--- config.mk ---
export PLATFORM = sky130hd
export DESIGN_NAME = stack_ptr_unit
export DESIGN_NICKNAME = d
export VERILOG_FILES = /design/src/rtl/stack_ptr_unit.sv
export SDC_FILE = /design/constraint.sdc
export NUM_CORES = 1
export LEC_CHECK = 0
export BUFFER_PORTS_ARGS = -buffer_cell sky130_fd_sc_hd__buf_2
export CORE_MARGIN = 2
export CORE_UTILIZATION = 45
export CTS_CLUSTER_SIZE = 14
export DETAILED_ROUTE_END_ITERATION = 7
export HOLD_SLACK_MARGIN = 0.1
export PLACE_DENSITY = 0.79
export SKIP_CTS_REPAIR_TIMING = 1
export SLEW_MARGIN = 20
export SYNTH_ARGS = -nofsm -noshare
export SYNTH_HDL_FRONTEND = slang
export SYNTH_SLANG_ARGS = --single-unit
export TNS_END_PERCENT = 30
--- constraint.sdc ---
create_clock -name clk -period 2.3 [get_ports clk]
set_input_delay 0.46 -clock clk [delete_from_list [all_inputs] [get_ports clk]]
set_output_delay 0.46 -clock clk [all_outputs]
set_load 0.02 [all_outputs]
--- src/rtl/stack_ptr_unit.sv ---
module stack_ptr_unit #(
  parameter int PTR_W  = 12,
  parameter int ADDR_W = 16,
  parameter int OFF_W  = 8
) (
  input  logic              clk,
  input  logic              rst_n,
  input  logic [3:0]        op,
  input  logic [OFF_W-1:0]  offset,
  input  logic [ADDR_W-1:0] load_val,
  output logic [ADDR_W-1:0] mem_addr,
  output logic [PTR_W-1:0]  sp,
  output logic [PTR_W-1:0]  fp
);
  localparam int HI_W = ADDR_W - PTR_W;

  localparam logic [3:0] OP_PUSH  = 4'd1;
  localparam logic [3:0] OP_POP   = 4'd2;
  localparam logic [3:0] OP_CALL  = 4'd3;
  localparam logic [3:0] OP_RET   = 4'd4;
  localparam logic [3:0] OP_ENTER = 4'd5;
  localparam logic [3:0] OP_LEAVE = 4'd6;
  localparam logic [3:0] OP_FRAME = 4'd7;
  localparam logic [3:0] OP_LDSP  = 4'd8;
  localparam logic [3:0] OP_LDFP  = 4'd9;

  logic [PTR_W-1:0] sp_dec, sp_inc, off_ext, frame_ptr, acc_ptr;

  assign sp_dec    = sp - 1'b1;
  assign sp_inc    = sp + 1'b1;
  assign off_ext   = {{(PTR_W-OFF_W){offset[OFF_W-1]}}, offset};
  assign frame_ptr = fp + off_ext;

  always_comb begin
    case (op)
      OP_PUSH, OP_CALL: acc_ptr = sp_dec;
      OP_FRAME:         acc_ptr = frame_ptr;
      default:          acc_ptr = sp;
    endcase
  end

  assign mem_addr = {{HI_W{1'b1}}, acc_ptr};

  always_ff @(posedge clk) begin
    if (!rst_n) begin
      sp <= '0;
      fp <= '0;
    end else begin
      case (op)
        OP_PUSH, OP_CALL: sp <= sp_dec;
        OP_POP, OP_RET:   sp <= sp_inc;
        OP_ENTER:         fp <= sp;
        OP_LEAVE:         sp <= fp;
        OP_LDSP:          sp <= load_val[PTR_W-1:0];
        OP_LDFP:          fp <= load_val[PTR_W-1:0];
        default: ;
      endcase
    end
  end
endmodule

==> results.txt <==
Status = finished, violations left
Failing checks = setup timing
Critical path buffers and inverters = 1
Max clock buf depth = 2
CP delay by family, top = compound AO/OA/AOI/OAI gates
Remaining global-route overflow = 0
Final Power = 1.49 mW
Synth area leaders = dfxtp_1, ha_1, nand2_1, mux2i_1, xnor2_1
Antenna Nets Post-Route = 0
Initial DRC count = 256
Crit path kind = flop to output pin
Met2 Track Usage GR = 48.5%
Multi-input logic area = 0.00206 mm^2
Setup violators final = 9
WL/cell = 16.2 um
Max_slew headroom = 65.3%
CP max stage cell = fa_2
Hold Path Depth = 2
Layout net count = 510
Initial antenna violation count = 0
EDFF count, synth = 0
Reg2Reg Depth = 7
Flops & latches, synth = 24
First-pass DRT Iterations = 5
Buffers added on ports = 61
Fraction of layout cells with a size suffix above 1 = 40.3%
Register area = 487 um^2
Core area = 0.00544 mm^2
P_leak = 1.73 nW
Most frequent cells in the layout = buf_4, buf_2, nand2_1
Asr flop ratio synth = 0%
Commonest non-fill, non-tap cell in the layout = buf_4
CTS tree = built
Routed vias = 3106
Hold_sp = load_val[4]
Synth Cell Area = 0.00252 mm^2
Share of the synthesized area in the top cell type = 19.1%
Die ar. = 0.00621 mm^2
TritonCTS buffer count = 3
Antenna cells = 0
Highest clock rate = 381 MHz
Finished Layout Cells = 536
Fin. max-slew vios = 0
Die span in y = 78.8 um
DRC viols = 0
Max-cap violation count = 0
Power per Cell Area = 406 mW/mm^2
Htree depth = 1
CP Launch Type = flop
Worst setup margin = -0.322 ns
Worst path depth = 9
Mean area per synthesized cell = 7.41 um^2
Final worst-path cycle share = 114%
Slew @ Worst Pin = 0.520 ns
FILL cells = 460
Critical Path Start = fp[0]$_SDFFE_PN0P_
Die extent in x = 78.8 um
Unrepaired setup endpoints after global routing = yes
Required time worst endpoint = 1.84 ns
Total Routed Length = 8680 um
Max Clock Skew = 0.00324 ns
Clock transition at the registers of the reported paths = 0.09 ns
Crit-path cells = ha_4 > fa_2 > a21oi_4 > o21ai_4 > a21oi_4 > o21bai_1 > mux2i_1 > a21o_1 > buf_2
Ys Warns = 0
Largest net degree at the start of global routing = 27
Worst-skew pair later-pin latency = 0.27 ns
Worst path most repeated cell = a21oi_4
Clk sinks = 24
Min-Delay Path Class = primary input to flop
Maximum VDD drop = 348 uV
Reg2reg start = sp[4]$_SDFFE_PN0P_
Critical path capture point type = output pin
Wire length of the first global-routing pass = 13700 um
HPWL after DPL = 6560 um
Final Hold Vio Count = 0
Starting Density = 46.3%
Met3 usage = 3.18%
Area leader, netlist = dfxtp_1
Worst Path Max Fanout = 3
Arr. time, crit path = 2.16 ns
Critical path's largest stage delay = 0.37 ns
Most used DFF post-synth = dfxtp_1
Placer Congestion = 0.911
Dpl cells = 529
GR Util met1 = 35.0%
Final Critical Period = 2.62 ns
Final hold slack = 0.443 ns
Synth cell types = 55
Via density = 5.79
Site row count = 27
I/O pin total = 70
Tot GR Track Use = 27.3%
Vias in the first global route = 2870
Clock Tree Root = clkbuf_8
Mapped Cells = 340
Most Crowded Layer GR = met2
Syn-to-layout area delta = 45.7%
Sequential fraction of the synthesis area = 19.1%
worst register-to-register path: stages, from the launching register on:
cell      delay (ns)
dfxtp_1         0.41
buf_4           0.19
nand3_1         0.14
nor4_1          0.37
xor2_1          0.12
a211oi_1        0.32
a21oi_1         0.12
a31o_2          0.22
metal layers:
metal	vias up	part of all wire, %
li1	1492	-
met1	1456	42
met2	146	50
met3	12	7.3
met4	0	1.5
met5	-	0
cell type report:
cell class	instances	share of cell area [%]
clock buffer	3	1.13
inverter	7	0.716
multi-input combinational	285	56.3
sequential	24	13.3
tap	72	2.45
timing repair buffer	145	26.2
through the flow:
stage                     setup WS (ns)  util (%)  setup TNS (ns)  cell area, um^2
after global routing             -0.400      67.5           -2.75             3670
after CTS                        -0.444      64.4           -2.73             3500
after global placement           -0.374      63.6           -2.22             3460
final                            -0.322      67.5           -2.00             3670
after detailed placement         -0.392      63.6           -2.36             3460
after floorplan                 -0.0403         -          -0.132             2590
state kept, by name (all words and copies together) (netlist names):
signal and cells:
fp 12, sp 12
cells in the mapped netlist, drive strengths merged, types with 2 or more instances:
| library cell | n |
|---|---|
| or2 | 5 |
| xnor2 | 14 |
| nor3 | 7 |
| a31oi | 2 |
| mux2 | 2 |
| a21oi | 25 |
| o22a | 3 |
| inv | 7 |
| o21ai | 22 |
| or3 | 4 |
| nor4 | 5 |
| xor2 | 8 |
| nor2b | 6 |
| ha | 13 |
| a21boi | 2 |
| o22ai | 9 |
| a211oi | 3 |
| nand4 | 3 |
| or4 | 2 |
| o211a | 11 |
| nand3 | 10 |
| o211ai | 6 |
| and2 | 2 |
| buf | 9 |
| o21bai | 2 |
| nand2 | 38 |
| a22oi | 9 |
| clkbuf | 18 |
| mux2i | 13 |
| a32oi | 2 |
| o21a | 7 |
| nor2 | 26 |
| a21o | 3 |
| nand2b | 3 |
| dfxtp | 24 |
| o31ai | 3 |
final timing paths:
check,end,slack (ns)
worst max-delay path,mem_addr[8],-0.32
worst min-delay path,fp[4]$_SDFFE_PN0P_,0.44
worst max register to register,sp[9]$_SDFFE_PN0P_,0.31
worst min register to register,fp[6]$_SDFFE_PN0P_,0.63
power by group:
part,internal (mW),switching [mW],total [mW]
Sequential,0.443,0.0292,0.472
Combinational,0.345,0.409,0.753
Clock,0.118,0.147,0.264
logic make-up (layout without fill, tap and decap cells):
family / after synthesis / after routing / synth area share [%]
AOI/OAI and AO/OA: 116 / 116 / 31.3
muxes: 15 / 15 / 6.06
and+or+nand+nor: 114 / 114 / 22.5
DFF: 24 / 24 / 19.1
other: 1 / 4 / 0.149
adders and majority gates: 14 / 14 / 7.25
buffers and inverters: 34 / 155 / 6.01
xor gates and xnor gates: 22 / 22 / 7.65
No activity file was read; power rests on OpenSTA's default activity.
